**src/rtl/xbar_pkg.sv**
```systemverilog
package xbar_pkg;

  localparam int CFG_W  = 32;
  localparam int SLOT_W = 4;
  localparam int SEL_W  = 2;
  localparam int MAX_CH = CFG_W / SLOT_W;
  localparam logic [CFG_W-1:0] CFG_RESET = 32'h0000_0004;

  typedef enum logic [1:0] {
    SRC_CONV_A = 2'd0,
    SRC_CONV_B = 2'd1,
    SRC_ZERO   = 2'd2
  } src_e;

  // The upper bit of a selector forces zero, whatever the lower bit is.
  function automatic src_e decode_sel(input logic [SEL_W-1:0] code);
    if (code[1])      return SRC_ZERO;
    else if (code[0]) return SRC_CONV_B;
    else              return SRC_CONV_A;
  endfunction

endpackage

```
**src/rtl/xbar_cfg_reg.sv**
```systemverilog
module xbar_cfg_reg
  import xbar_pkg::*;
(
  input  logic             clk,
  input  logic             rst_n,
  input  logic             wr_en,
  input  logic [CFG_W-1:0] wr_data,
  output logic [CFG_W-1:0] cfg_q
);

  logic [CFG_W-1:0] cfg_d;

  always_comb begin
    cfg_d = cfg_q;
    if (wr_en) cfg_d = wr_data;
  end

  always_ff @(posedge clk or negedge rst_n) begin
    if (!rst_n) cfg_q <= CFG_RESET;
    else        cfg_q <= cfg_d;
  end

endmodule

```
**src/rtl/xbar_lane.sv**
```systemverilog
module xbar_lane
  import xbar_pkg::*;
#(
  parameter int SAMPLE_W = 14
) (
  input  logic                clk,
  input  logic                rst_n,
  input  logic [SEL_W-1:0]    sel_i,
  input  logic [SEL_W-1:0]    sel_q,
  input  logic [SAMPLE_W-1:0] adc_a,
  input  logic [SAMPLE_W-1:0] adc_b,
  output logic [SAMPLE_W-1:0] out_i,
  output logic [SAMPLE_W-1:0] out_q
);

  logic [SAMPLE_W-1:0] nxt_i;
  logic [SAMPLE_W-1:0] nxt_q;
  src_e                src_i;
  src_e                src_q;

  function automatic logic [SAMPLE_W-1:0] route(
    input src_e                s,
    input logic [SAMPLE_W-1:0] a,
    input logic [SAMPLE_W-1:0] b
  );
    case (s)
      SRC_CONV_A: return a;
      SRC_CONV_B: return b;
      default:    return '0;
    endcase
  endfunction

  always_comb begin
    src_i = decode_sel(sel_i);
    src_q = decode_sel(sel_q);
    nxt_i = route(src_i, adc_a, adc_b);
    nxt_q = route(src_q, adc_a, adc_b);
  end

  always_ff @(posedge clk or negedge rst_n) begin
    if (!rst_n) begin
      out_i <= '0;
      out_q <= '0;
    end else begin
      out_i <= nxt_i;
      out_q <= nxt_q;
    end
  end

endmodule

```
**src/rtl/ddc_input_xbar.sv**
```systemverilog
module ddc_input_xbar
  import xbar_pkg::*;
#(
  parameter int SAMPLE_W = 14,
  parameter int NUM_CH   = 2
) (
  input  logic                       clk,
  input  logic                       rst_n,
  input  logic                       cfg_wr_en,
  input  logic [31:0]                cfg_wr_data,
  output logic [31:0]                cfg_rd_data,
  input  logic [SAMPLE_W-1:0]        adc_a,
  input  logic [SAMPLE_W-1:0]        adc_b,
  output logic [NUM_CH*SAMPLE_W-1:0] ddc_i,
  output logic [NUM_CH*SAMPLE_W-1:0] ddc_q
);

  localparam int USED_W = NUM_CH * SLOT_W;

  logic [CFG_W-1:0] cfg_word;

  xbar_cfg_reg u_cfg (
    .clk     (clk),
    .rst_n   (rst_n),
    .wr_en   (cfg_wr_en),
    .wr_data (cfg_wr_data),
    .cfg_q   (cfg_word)
  );

  assign cfg_rd_data = cfg_word;

  // Only the low USED_W bits reach a lane; higher slots are held for read-back.
  logic [USED_W-1:0] slot_bits;
  assign slot_bits = cfg_word[USED_W-1:0];

  for (genvar ch = 0; ch < NUM_CH; ch++) begin : g_lane
    localparam int LSB = ch * SLOT_W;
    xbar_lane #(.SAMPLE_W(SAMPLE_W)) u_lane (
      .clk   (clk),
      .rst_n (rst_n),
      .sel_i (slot_bits[LSB +: SEL_W]),
      .sel_q (slot_bits[LSB + SEL_W +: SEL_W]),
      .adc_a (adc_a),
      .adc_b (adc_b),
      .out_i (ddc_i[ch*SAMPLE_W +: SAMPLE_W]),
      .out_q (ddc_q[ch*SAMPLE_W +: SAMPLE_W])
    );
  end

endmodule

```
**config.mk**
```make
export PLATFORM = sky130hd
export DESIGN_NAME = ddc_input_xbar
export DESIGN_NICKNAME = d
export VERILOG_FILES = /design/src/rtl/xbar_pkg.sv /design/src/rtl/xbar_cfg_reg.sv /design/src/rtl/xbar_lane.sv /design/src/rtl/ddc_input_xbar.sv
export SDC_FILE = /design/constraint.sdc
export NUM_CORES = 1
export LEC_CHECK = 0
export BUFFER_PORTS_ARGS = -buffer_cell sky130_fd_sc_hd__buf_4
export CELL_PAD_IN_SITES_DETAIL_PLACEMENT = 1
export CELL_PAD_IN_SITES_GLOBAL_PLACEMENT = 2
export CORE_MARGIN = 5
export CORE_UTILIZATION = 31
export CTS_CLUSTER_SIZE = 24
export DETAILED_ROUTE_END_ITERATION = 10
export GPL_TIMING_DRIVEN = 0
export PLACE_DENSITY = 0.82
export SYNTH_ARGS = -nofsm -noshare
export SYNTH_HDL_FRONTEND = slang
export SYNTH_SLANG_ARGS = --single-unit
```
**constraint.sdc**
```tcl
create_clock -name clk -period 1.3 [get_ports clk]
set_input_delay 0.195 -clock clk [delete_from_list [all_inputs] [get_ports clk]]
set_output_delay 0.195 -clock clk [all_outputs]
set_load 0.05 [all_outputs]
```
==> qor.txt <==
1st-pass router iterations: 4
Die H: 118.0 um
Hold Violations, Final: 0
CTS HTree Levels: 3
Cell family with most CP delay: flip-flops
CTS tree: done
Cell variety after synth: 10
Crit path launch type: register
Path depth of the worst reg2reg path: 3
Outcome: completed
Reg clk slew, reported paths: 0.06 ns
Logic pwr share: 30.6%
Crit path launch: u_cfg.cfg_q[2]
Worst r2r dst: g_lane[0].u_lane.out_q[13]
Nets: 470
Area occupied by multi-input gates: 0.001247 mm^2
Grt ovf: 0
Count leader, synth: dfrtp_1
Final Cycle Share: 96.53%
Adder-Cell Fraction of Synth Area: 0%
Synth top area cells: dfrtp_1 (60%), mux2i_1 (15%), mux2_4 (12%)
Pwr dens: 1519 mW/mm^2
Mapped Cells: 248
CP max-delay cell: dfstp_2
Max Clk Rate: 796.9 MHz
Initial Util: 31.68%
Initial antenna violation count: 0
HPWL after DPL: 7.319 mm
FF+latch count, synth: 88
Hold WS: 0.06203 ns
Vias in the first global route: 2,852
DRC: 0
Clk_lat worst skew: 0.34 ns
Worst Setup Path Type: reg -> out
Diodes inserted: 0
Buffer and inverter count on the worst path: 1
Slew margin rel.: 26.03%
GPL Wtd Cong: 0.8064
Cell Chain, Critical Path: buf_6
Final setup vio count: 0
Port bufs: 149
Pleak: 0.002730 uW
NetSw: 2674 uW
Post-synth EDFFs: 0
R2r setup slk: 0.07 ns
Final Non-Filler Cells: 554
CTS sink count: 88
Area Growth Syn to Fin: 43.38%
Max incr delay on CP: 0.55 ns
Post-CTS Hold Buffers: 0
Period minus WS final: 1.255 ns
Crit path DAT: 1.06 ns
Die ar.: 0.01393 mm^2
Largest area contributor in the netlist: dfrtp_1
Final WL: 10.20 mm
CP Capture Point: cfg_rd_data[2]
Sequential cell area fraction in the yosys report: 60.91%
All-Layer GR Usage: 15.06%
Antenna-violating nets left: 0
Die Span X: 118.0 um
Post-Synth XOR/XNOR Area: 0%
DR vias/cell: 4.529
FFs w/ async S/R, synth: 100.0%
Root buffer cell: clkbuf_16
Max-Cap Viols: 0
Internal cell power: 5205 uW
Post-synthesis mux area share: 28.57%
Placed cells: 540
Setup crit end kind: primary output
Core footprint: 0.01142 mm^2
Largest family of logic cells by synthesized area: multiplexers
Worst R2R Start: u_cfg.cfg_q[2]
Part of the power in the clock network: 29.3%
Net Count, Synth: 311
DR vias: 2,509
Layout cells sized above 1: 52.55%
Worst vdd ir: 1.048 mV
Simple-Gate Fraction of Synth Area: 5.811%
Synthesized area: 0.003617 mm^2
HP Class: in -> async
IO Pins: 151
Clock buffer depth: 2
Drt initial violations: 54
Warnings from Yosys: 0
Global-route wire length before repair: 16.17 mm
Switching share of power: 33.94%
Register area: 0.002212 mm^2
Post-CTS Setup Bufs: 0
Top cells by count, synth: dfrtp_1 (87), mux2i_1 (56), nor2_1 (56), mux2_4 (30), buf_6 (6)
Pin count of the biggest net entering global routing: 89
Share of power burned in registers: 40.1%
Worst-path fanout max: 2
Slew @ Worst Pin: 1.110 ns
CTS Buf Count: 9
Required time of the critical path: 1.11 ns
Rows: 39
Synth Area in Compound Gates: 0%
# fillers: 1,202
Slew Limit Fails: 0
Top FF cell, synth: dfrtp_1
Mapped Avg Cell Area: 14.59 um^2
Synth top area share: 60.19%
Routed len/inst: 18.41 um
CP Depth: 1
Unrepaired setup endpoints after global routing: false
Setup Skew: 0.004413 ns
==> how the worst min path moves through the flow <==
stage | from | to | slack (ns)
after floorplan | rst_n | g_lane[0].u_lane.out_i[0] | -0.10
after global placement | cfg_wr_data[7] | u_cfg.cfg_q[7] | 0.43
after detailed placement | cfg_wr_data[6] | u_cfg.cfg_q[6] | 0.43
after CTS | cfg_wr_data[6] | u_cfg.cfg_q[6] | 0.06
after global routing | cfg_wr_data[9] | u_cfg.cfg_q[9] | 0.06
final | rst_n | u_cfg.cfg_q[16] | 0.06
==> state kept, by name, summed over array words and instances, names as in the netlist <==
register	flops
g_lane.u_lane.out_q	28
g_lane.u_lane.out_i	28
u_cfg.cfg_q	32
==> kinds of logic (layout without fill, tap and decap cells) <==
logic type | after synthesis | count (layout)
buf+inv | 16 | 179
flops | 88 | 88
mux | 88 | 88
simple gates | 56 | 56
==> routing by layer <==
layer | routed length [um] | track usage [%]
met3 | 727 | 7.160
met1 | 4376 | 17.85
met2 | 4934 | 24.05
met4 | 162 | 5.018
met5 | 0 | 0
==> placed cells by master (no fill, tap or decap) <==
master,n
buf_12,3
buf_2,4
buf_4,150
buf_6,6
buf_8,1
clkbuf_1,4
clkbuf_16,9
clkbuf_8,1
clkinv_2,1
dfrtp_1,80
dfrtp_2,7
dfstp_2,1
mux2_2,2
mux2_4,30
mux2i_1,55
mux2i_2,1
nor2_1,56
==> what timing repair did <==
action | 4_1_cts | 5_1_grt
setup endpoints to repair | 1 | 7
pin swaps | 0 | 0
gates resized for setup | 1 | 6
==> power by group through the flow <==
stage | Combinational [uW] | Sequential [uW] | Clock, uW
floorplan | 583 | 4180 | 0
global placement | 2420 | 3200 | 0
global route | 2540 | 3190 | 2550
CTS | 2450 | 3160 | 2420
detailed placement | 2440 | 3200 | 0
finish | 2410 | 3160 | 2310
==> final cells by class <==
cell class	instances	share of cell area (%)
multi-input combinational	144	24.05
timing repair buffer	149	21.64
clock inverter	1	0.09650
buffer	15	3.209
tap	143	3.450
sequential	88	42.65
clock buffer	14	4.897
==> per-stage QoR <==
stage	power [uW]	setup WS (ns)	TNS (ns)	area (um^2)	util, %
2_1_floorplan	4758	-0.03368	-0.3031	3628	-
3_3_place_gp	5620	0.01133	0	4926	43.14
3_5_place_dp	5648	-0.01340	-0.03137	4926	43.14
4_1_cts	8028	0.003120	0	5186	45.42
5_1_grt	8278	0.005573	0	5186	45.42
6_report	7879	0.04511	0	5186	45.42
Note: power is estimated with default switching activity, not from simulation.
